`src/rtl/mreg_xfer_pkg.sv`:
```
package mreg_xfer_pkg;

    localparam int RIDX_W = 4;

    typedef enum logic [1:0] {
        SQ_IDLE = 2'd0,
        SQ_REQ  = 2'd1,
        SQ_WAIT = 2'd2
    } sq_state_e;

    typedef struct packed {
        logic store;
        logic half;
    } xfer_mode_t;

    function automatic logic [RIDX_W-1:0] span_minus_one(
        input logic [RIDX_W-1:0] first,
        input logic [RIDX_W-1:0] last
    );
        return last - first;
    endfunction

endpackage

```
`src/rtl/mreg_xfer_walk.sv`:
```
module mreg_xfer_walk
    import mreg_xfer_pkg::*;
(
    input  logic              clk,
    input  logic              rst,
    input  logic              load,
    input  logic              advance,
    input  logic [RIDX_W-1:0] first,
    input  logic [RIDX_W-1:0] last,
    output logic [RIDX_W-1:0] idx,
    output logic              final_elem
);

    logic [RIDX_W-1:0] idx_q;
    logic [RIDX_W-1:0] left_q;

    always_ff @(posedge clk) begin
        if (rst) begin
            idx_q  <= '0;
            left_q <= '0;
        end else if (load) begin
            idx_q  <= first;
            left_q <= span_minus_one(first, last);
        end else if (advance) begin
            idx_q  <= idx_q + 1'b1;
            left_q <= left_q - 1'b1;
        end
    end

    assign idx        = idx_q;
    assign final_elem = (left_q == '0);

    // never stepped past the end of the run
    p_no_overrun_r1: assert property (@(posedge clk) disable iff (rst)
        advance |-> !final_elem);

    // index moves up by one modulo 16 on each step
    p_idx_step_r2: assert property (@(posedge clk) disable iff (rst)
        (advance && !load) |=> idx == $past(idx) + 1'b1);

endmodule

```
`src/rtl/mreg_xfer_agen.sv`:
```
module mreg_xfer_agen
    import mreg_xfer_pkg::*;
#(
    parameter int AW = 32,
    parameter int DW = 64
) (
    input  logic              clk,
    input  logic              rst,
    input  logic              load,
    input  logic              advance,
    input  logic              half,
    input  logic [RIDX_W-1:0] base_fld,
    input  logic [AW-1:0]     base_val,
    input  logic [AW-1:0]     disp,
    output logic [AW-1:0]     addr
);

    localparam int WIDE_STRIDE   = DW / 8;
    localparam int NARROW_STRIDE = DW / 16;
    localparam logic [AW-1:0] WIDE_STEP   = AW'(WIDE_STRIDE);
    localparam logic [AW-1:0] NARROW_STEP = AW'(NARROW_STRIDE);

    logic [AW-1:0] addr_q;
    logic          half_q;
    logic [AW-1:0] base_term;
    logic [AW-1:0] step;

    assign base_term = (base_fld == '0) ? '0 : base_val;
    assign step      = half_q ? NARROW_STEP : WIDE_STEP;

    always_ff @(posedge clk) begin
        if (rst) begin
            addr_q <= '0;
            half_q <= 1'b0;
        end else if (load) begin
            addr_q <= base_term + disp;
            half_q <= half;
        end else if (advance) begin
            addr_q <= addr_q + step;
        end
    end

    assign addr = addr_q;

    // consecutive elements are one stride apart
    p_stride_r3: assert property (@(posedge clk) disable iff (rst)
        (advance && !load) |=> (addr - $past(addr)) == (half_q ? NARROW_STEP : WIDE_STEP));

endmodule

```
`src/rtl/mreg_xfer.sv`:
```
module mreg_xfer
    import mreg_xfer_pkg::*;
#(
    parameter int AW = 32,
    parameter int DW = 64
) (
    input  logic              clk,
    input  logic              rst,
    input  logic              start,
    input  logic              store,
    input  logic              half,
    input  logic [RIDX_W-1:0] first_idx,
    input  logic [RIDX_W-1:0] last_idx,
    input  logic [RIDX_W-1:0] base_fld,
    input  logic [AW-1:0]     base_val,
    input  logic [AW-1:0]     disp,
    output logic              busy,
    output logic              done,
    output logic              mem_req,
    output logic              mem_we,
    output logic              mem_half,
    output logic [AW-1:0]     mem_addr,
    output logic [DW-1:0]     mem_wdata,
    input  logic              mem_ack,
    input  logic [DW-1:0]     mem_rdata,
    output logic [RIDX_W-1:0] rf_ridx,
    input  logic [DW-1:0]     rf_rdata,
    output logic              rf_we,
    output logic [RIDX_W-1:0] rf_widx,
    output logic [DW-1:0]     rf_wdata,
    output logic [1:0]        rf_wbe
);

    localparam int HW = DW / 2;

    sq_state_e         state_q, state_d;
    xfer_mode_t        mode_q;
    logic              done_q;
    logic              accept;
    logic              beat_end;
    logic              step;
    logic              final_elem;
    logic [RIDX_W-1:0] idx;

    assign accept   = start && (state_q == SQ_IDLE);
    assign beat_end = (state_q == SQ_WAIT) && mem_ack;
    assign step     = beat_end && !final_elem;

    mreg_xfer_walk u_walk (
        .clk        (clk),
        .rst        (rst),
        .load       (accept),
        .advance    (step),
        .first      (first_idx),
        .last       (last_idx),
        .idx        (idx),
        .final_elem (final_elem)
    );

    mreg_xfer_agen #(.AW(AW), .DW(DW)) u_agen (
        .clk      (clk),
        .rst      (rst),
        .load     (accept),
        .advance  (step),
        .half     (half),
        .base_fld (base_fld),
        .base_val (base_val),
        .disp     (disp),
        .addr     (mem_addr)
    );

    always_comb begin
        state_d = state_q;
        unique case (state_q)
            SQ_IDLE: if (accept) state_d = SQ_REQ;
            SQ_REQ:  state_d = SQ_WAIT;
            SQ_WAIT: if (mem_ack) state_d = final_elem ? SQ_IDLE : SQ_REQ;
            default: state_d = SQ_IDLE;
        endcase
    end

    always_ff @(posedge clk) begin
        if (rst) begin
            state_q <= SQ_IDLE;
            mode_q  <= '0;
            done_q  <= 1'b0;
        end else begin
            state_q <= state_d;
            done_q  <= beat_end && final_elem;
            if (accept) begin
                mode_q.store <= store;
                mode_q.half  <= half;
            end
        end
    end

    assign busy     = (state_q != SQ_IDLE);
    assign done     = done_q;
    assign mem_req  = (state_q == SQ_REQ);
    assign mem_we   = mode_q.store;
    assign mem_half = mode_q.half;

    assign rf_ridx   = idx;
    assign mem_wdata = mode_q.half ? {{HW{1'b0}}, rf_rdata[HW-1:0]} : rf_rdata;

    assign rf_we    = beat_end && !mode_q.store;
    assign rf_widx  = idx;
    assign rf_wdata = mode_q.half ? {{HW{1'b0}}, mem_rdata[HW-1:0]} : mem_rdata;
    assign rf_wbe   = mode_q.half ? 2'b01 : 2'b11;

    // a request is never followed directly by another request
    p_single_req_r7: assert property (@(posedge clk) disable iff (rst)
        mem_req |=> !mem_req);

    // done lasts one cycle and follows an acknowledge
    p_done_pulse_r8: assert property (@(posedge clk) disable iff (rst)
        done |=> !done);
    p_done_after_ack_r8: assert property (@(posedge clk) disable iff (rst)
        done |-> ($past(mem_ack) && !busy));

    // register writes only on an acknowledge of a load
    p_load_write_r5: assert property (@(posedge clk) disable iff (rst)
        rf_we |-> (mem_ack && !mem_we && busy));
    p_half_mask_r5: assert property (@(posedge clk) disable iff (rst)
        (rf_we && mem_half) |-> (rf_wbe == 2'b01));

    // a start while busy does not end the operation early
    p_start_ignored_r9: assert property (@(posedge clk) disable iff (rst)
        (busy && start && !mem_ack) |=> busy);

    // quiet outputs right after reset
    p_reset_quiet_r10: assert property (@(posedge clk)
        $past(rst) |-> (!busy && !done && !mem_req));

endmodule

```
`config.mk`:
```
export PLATFORM = sky130hd
export DESIGN_NAME = mreg_xfer
export DESIGN_NICKNAME = d
export VERILOG_FILES = /design/src/rtl/mreg_xfer_pkg.sv /design/src/rtl/mreg_xfer_walk.sv /design/src/rtl/mreg_xfer_agen.sv /design/src/rtl/mreg_xfer.sv
export SDC_FILE = /design/constraint.sdc
export NUM_CORES = 1
export LEC_CHECK = 0
export BUFFER_PORTS_ARGS = -buffer_cell sky130_fd_sc_hd__buf_2
export CAP_MARGIN = 25
export CELL_PAD_IN_SITES_DETAIL_PLACEMENT = 2
export CELL_PAD_IN_SITES_GLOBAL_PLACEMENT = 2
export CORE_MARGIN = 1.5
export CORE_UTILIZATION = 20
export DETAILED_ROUTE_END_ITERATION = 10
export MAX_ROUTING_LAYER = met4
export PLACE_DENSITY_LB_ADDON = 0.1
export SYNTH_ARGS = -nofsm -noshare
export SYNTH_HDL_FRONTEND = slang
export SYNTH_SLANG_ARGS = --single-unit
export TNS_END_PERCENT = 5
```
`constraint.sdc`:
```
create_clock -name clk -period 3.8 [get_ports clk]
set_input_delay 0.19 -clock clk [delete_from_list [all_inputs] [get_ports clk]]
set_output_delay 0.19 -clock clk [all_outputs]
set_load 0.005 [all_outputs]
```
Word-level counts from Yosys, hierarchy flattened --
Cells that the tools add are included.
Word-level totals: flip-flop bits (word level) 45, output and inout port bits 176, latch bits 0, memories 0, RAM bits 0, input port bits 210, logic and storage cells 44, memory bits (read-only) 0
Operators by class: divide/modulo/power cells 0, bitwise operators 0, reductions and logical operators 13, $add $sub $neg 5, muxes and demuxes 15, multiply operators 0, shifts and indexed selects 0, magnitude comparators 0, equal/unequal tests 4
Operator list (number):
- two-way mux 64 bit | 2
- two-way mux 32 bit | 3
- adder 32 bit | 2
- two-way mux 4 bit | 5
- zero test 4 bit | 2
- two-way mux 2 bit | 3
- case mux 2 bit (3 select lines) | 1
- logical AND 1 bit | 5
- adder 4 x 1 -> 4 bit (second input constant) | 1
- inequality test 2 bit (second input constant) | 2
- nonzero test 2 bit | 2
- subtractor 4 x 1 -> 4 bit (second input constant) | 1
- subtractor 4 bit | 1
- == test 2 x 1 -> 1 bit (second input constant) | 1
- == test 2 bit (second input constant) | 1
- zero test 1 bit | 2
- zero test 2 bit | 1
- AND reduction 2 bit | 1
- two-way mux 1 bit | 1

Depth between registers and ports, before layout --
depth after elaboration 5, gate-level depth with buffers 14, depth with buffers taken out 13

By module --
From an unflattened synthesis, not the netlist that was laid out.
Second synthesis, totals: cell total of the unflattened synthesis 720, area, all modules 5451.5 um^2
Modules (own cells, without submodules):
- mreg_xfer_agen | cells an instance 493, instances 1, area an instance 3697.3 um^2, seq. area each 660.6 um^2
- mreg_xfer | cells an instance 165, instances 1, area an instance 1196.1 um^2, seq. area each 100.1 um^2
- mreg_xfer_walk | cells an instance 62, instances 1, area an instance 558.0 um^2, seq. area each 160.2 um^2

Worst setup path after synthesis --
OpenSTA, ideal clock, no wires.
path type input to register, start point in base_fld[1], end point reg u_agen.addr_q[24] (netlist: u_agen.addr[24]), data required time 3.683 ns, buffers on the path 1, path slack 0.589 ns, cell stages on the path 14, arrival 3.094 ns, library setup time 0.117 ns, path through nor4_1 -> clkbuf_1 -> nor2b_1 -> ha_1 -> inv_1 -> fa_1 -> nor2b_4 -> o31a_4 -> o21ai_4 -> a211oi_4 -> o311ai_2 -> a21oi_1 -> or3_1 -> a32o_1
Between the ends: word-level cells in the longest chain between the ends 4
Ends and longest elaborated chain:
- start, declared | RTL line mreg_xfer.sv:14 | input logic [RIDX_W-1:0] base_fld,
- zero test 4 bit | RTL line mreg_xfer_agen.sv:28 | assign base_term = (base_fld == '0) ? '0 : base_val;
- two-way mux 32 bit | RTL line mreg_xfer_agen.sv:28
- adder 32 bit | RTL line mreg_xfer_agen.sv:36 | addr_q <= base_term + disp;
- two-way mux 32 bit | RTL line mreg_xfer_agen.sv:35 | end else if (load) begin
- end signal, assigned | RTL line mreg_xfer_agen.sv:36
- end signal, assigned | RTL line mreg_xfer_agen.sv:39 | addr_q <= addr_q + step;
- end, declared | RTL line mreg_xfer_agen.sv:23 | logic [AW-1:0] addr_q;
No other way between the ends. A chain may end at the register's enable or synchronous reset.

Final worst setup path --
Ends and elaborated chain as after synthesis.

==> reports/qor.csv <==
metric,value,unit
global-route wire length before repair,35600,um
Internal,1.14,mW
switching share of power,39.5,%
Rel. slew slack,47.6,%
Via density,4.68,
most area-hungry cell type in the Yosys netlist,dfxtp_1,
sequential-to-total area share from yosys stat,16.9,%
Critical Path Source Type,input port,
final setup vio count,0,
clock sinks,45,
fin crit period,3.05,ns
PD cells,287,nW/um^2
proportion of layout cells with a drive suffix above 1,32.4,%
share of power burned in the clock network,24.1,%
DRT Pass-1 Iters,4,
Synth Warn #,0,
Final Max Slew Viols,0,
DRC,0,
R2R depth,10,
"Design Area, Final",6580,sq um
Syn-to-layout area delta,23.8,%
Worst R2R Setup Slack,1.29,ns
synthesized area,5320,sq um
hold_buf cts,0,
io pins,386,
"Hold Vio Cnt, Final",0,
Hold/Removal Path Class,input port to flop,
Critical Path Source,base_fld[1],
Final period util,80.2,%
"CTS clk-pin slew, worst paths",0.07,ns
Core Footprint,26100,sq um
Routed Antenna Nets,0,
DIE WIDTH,166,um
TritonCTS clock tree,yes,
"commonest non-fill, non-tap cell in the layout",buf_2,
Tightest Pin Transition,0.783,ns
max_cap viols,0,
top area cells in the synthesized netlist,"dfxtp_1 (17%), nor2b_1 (11%), buf_4 (9.7%), ha_1 (8.9%), a21oi_1 (6.2%)",
routability cong.,0.757,
P_sw,745,uW
setup TNS,0,ns
total track usage,16.8,%
Max VDD drop,146,uV
critical path arrival,3.25,ns
largest net degree at the start of global routing,67,
"Setup Fix Bufs, Post-CTS",0,
CTS resizes,0,
initial core utilization,20.4,%
Worst Path Buf+Inv,3,
Setup Skew,0.00960,ns
slowest library cell on the worst path,o311ai_2,
cell count along the critical path,15,
CP Max Fanout,32,
Yosys cell types,61,
final wirelength,22900,um
fin util,25.3,%
DP HPWL,19200,um
Root Buffer,clkbuf_16,
Placed Area,6440,sq um
crit path to,u_agen.addr[24]$_SDFFE_PP0P_,
initial antenna violation count,0,
r2r endpoint,u_agen.addr[30]$_SDFFE_PP0P_,
Post-Synthesis Cells,726,
Final Power,1.89,mW
die height,166,um
WP data required,4.00,ns
"Clk Latency, worst-skew pair",0.30,ns
most frequent cells in the layout,"buf_2 (256), nor2b_1 (97), a21oi_1 (66)",
wire per inst,18.7,um
"EDFF count, synth",0,
Yosys top cell area share,16.9,%
kind of critical path,input port to flop,
Comb power frac,44.2,%
CTS max path bufs,2,
"FF+latch count, synth",45,
Mean Syn Cell Area,7.32,sq um
endpoint class of the critical path,flop,
Reg2Reg Launch Point,u_walk.left_q[0]$_SDFFE_PP0P_,
Flop pwr share,31.7,%
RSZ-0062 raised after global routing,no,
LEAKAGE,3.13,nW
Top delay family on crit path,compound AO/OA/AOI/OAI gates,
standard-cell row count,59,
IO buf count,256,
GRT overflow,0,
1st-iter DRT viols,203,
vias in the first global route,5972,
Max stage delay on crit path,0.42,ns
status,completed,
Fmax achieved,0.328,GHz
crit path cell chain,"buf_2, nor4_2, buf_12, nor2b_1, ha_1, inv_1, fa_1, nor2b_4, o31a_4, o21ai_4, a211oi_4, o311ai_2, a21oi_1, or3_1, a32o_1",
"Net count, final",1140,
vias,5728,
Synth Flop Type,dfxtp_1,
Die ar.,27600,sq um
Syn Nets,977,
# diodes,0,
H-tree Lvls,2,
total CTS buffers,5,
ys async rst share,0,%
==> cell families after synthesis <==
logic type | Yosys count | share of synthesized area (%)
xor+xnor | 48 | 7.91
mux | 3 | 0.565
simple gates | 289 | 29.1
other cells | 1 | 0.0705
compound gates | 168 | 21.2
buf+inv | 131 | 14.2
fa+ha+maj | 41 | 10.1
flops | 45 | 16.9
==> sequential cells by signal, indices dropped and copies added (netlist names) <==
name and flops:
done 1, u_walk.left_q 4, u_agen.addr 32, state_q 2, mem_we 1, u_walk.idx 4
u_agen.half_q 1
==> per-stage QoR <==
step                instances  worst slack [ns]  hold WS, ns
global placement         1217             0.451        0.380
detailed placement       1217             0.382        0.380
finish                   1225             0.754        0.119
floorplan                 726             0.589        0.326
CTS                      1225             0.691        0.110
global route             1225             0.480        0.129
==> worst min path at each step <==
stage / startpoint / endpoint / depth (start not counted)
2_1_floorplan: store / mem_we$_SDFFE_PP0P_ / 2
3_3_place_gp: rf_rdata[14] / mem_wdata[14] / 0
3_5_place_dp: rf_rdata[14] / mem_wdata[14] / 0
4_1_cts: half / u_agen.half_q$_SDFFE_PP0P_ / 3
5_1_grt: half / u_agen.half_q$_SDFFE_PP0P_ / 3
6_report: half / u_agen.half_q$_SDFFE_PP0P_ / 3
==> per-layer routing <==
layer,track usage [%],wire [um],up-vias
li1,-,-,2778
met1,19.2,9570,2730
met2,30.4,11900,190
met3,3.24,1160,30
met4,3.41,295,0
met5,-,0,-
==> worst register-to-register path: cells and delay by family (launching register included) <==
family                   cells  cell delay [ns]
AO/OA/AOI/OAI                2             0.31
AND/OR/NAND/NOR              5             1.34
flip-flops                   1             0.34
XOR/XNOR                     1             0.16
adder cells (fa/ha/maj)      1             0.21
buffers and inverters        1             0.08
==> power by group through the flow <==
stage / Combinational (mW) / Sequential (mW) / Clock, mW
floorplan: 0.554 / 0.588 / 0
global placement: 0.848 / 0.612 / 0
detailed placement: 0.853 / 0.612 / 0
CTS: 0.858 / 0.601 / 0.485
global route: 0.939 / 0.609 / 0.499
finish: 0.834 / 0.597 / 0.455
==> cell type report <==
cell class | count | area, sq um
fill | 3180 | 19500
clock buffer | 5 | 125
tap | 335 | 419
clock inverter | 3 | 17.5
timing repair buffer | 266 | 1370
sequential | 45 | 902
multi-input combinational | 550 | 3670
inverter | 21 | 78.8
==> synth_stat cells (6+ instances only) <==
cell type  count
nand2_1       55
a211oi_1      16
nor3_1        13
nor2b_1       97
inv_1         21
nand3_1       15
nor2_1        50
a21oi_1       66
nand4_1       17
dfxtp_1       45
ha_1          38
o21ai_1        6
a31oi_1        7
clkbuf_1      33
xor2_1        17
a21o_1        16
o21ai_0       16
and2_1         6
buf_4         69
xnor2_1       31
and3_1        10
Note: power is estimated with default switching activity, not from simulation.
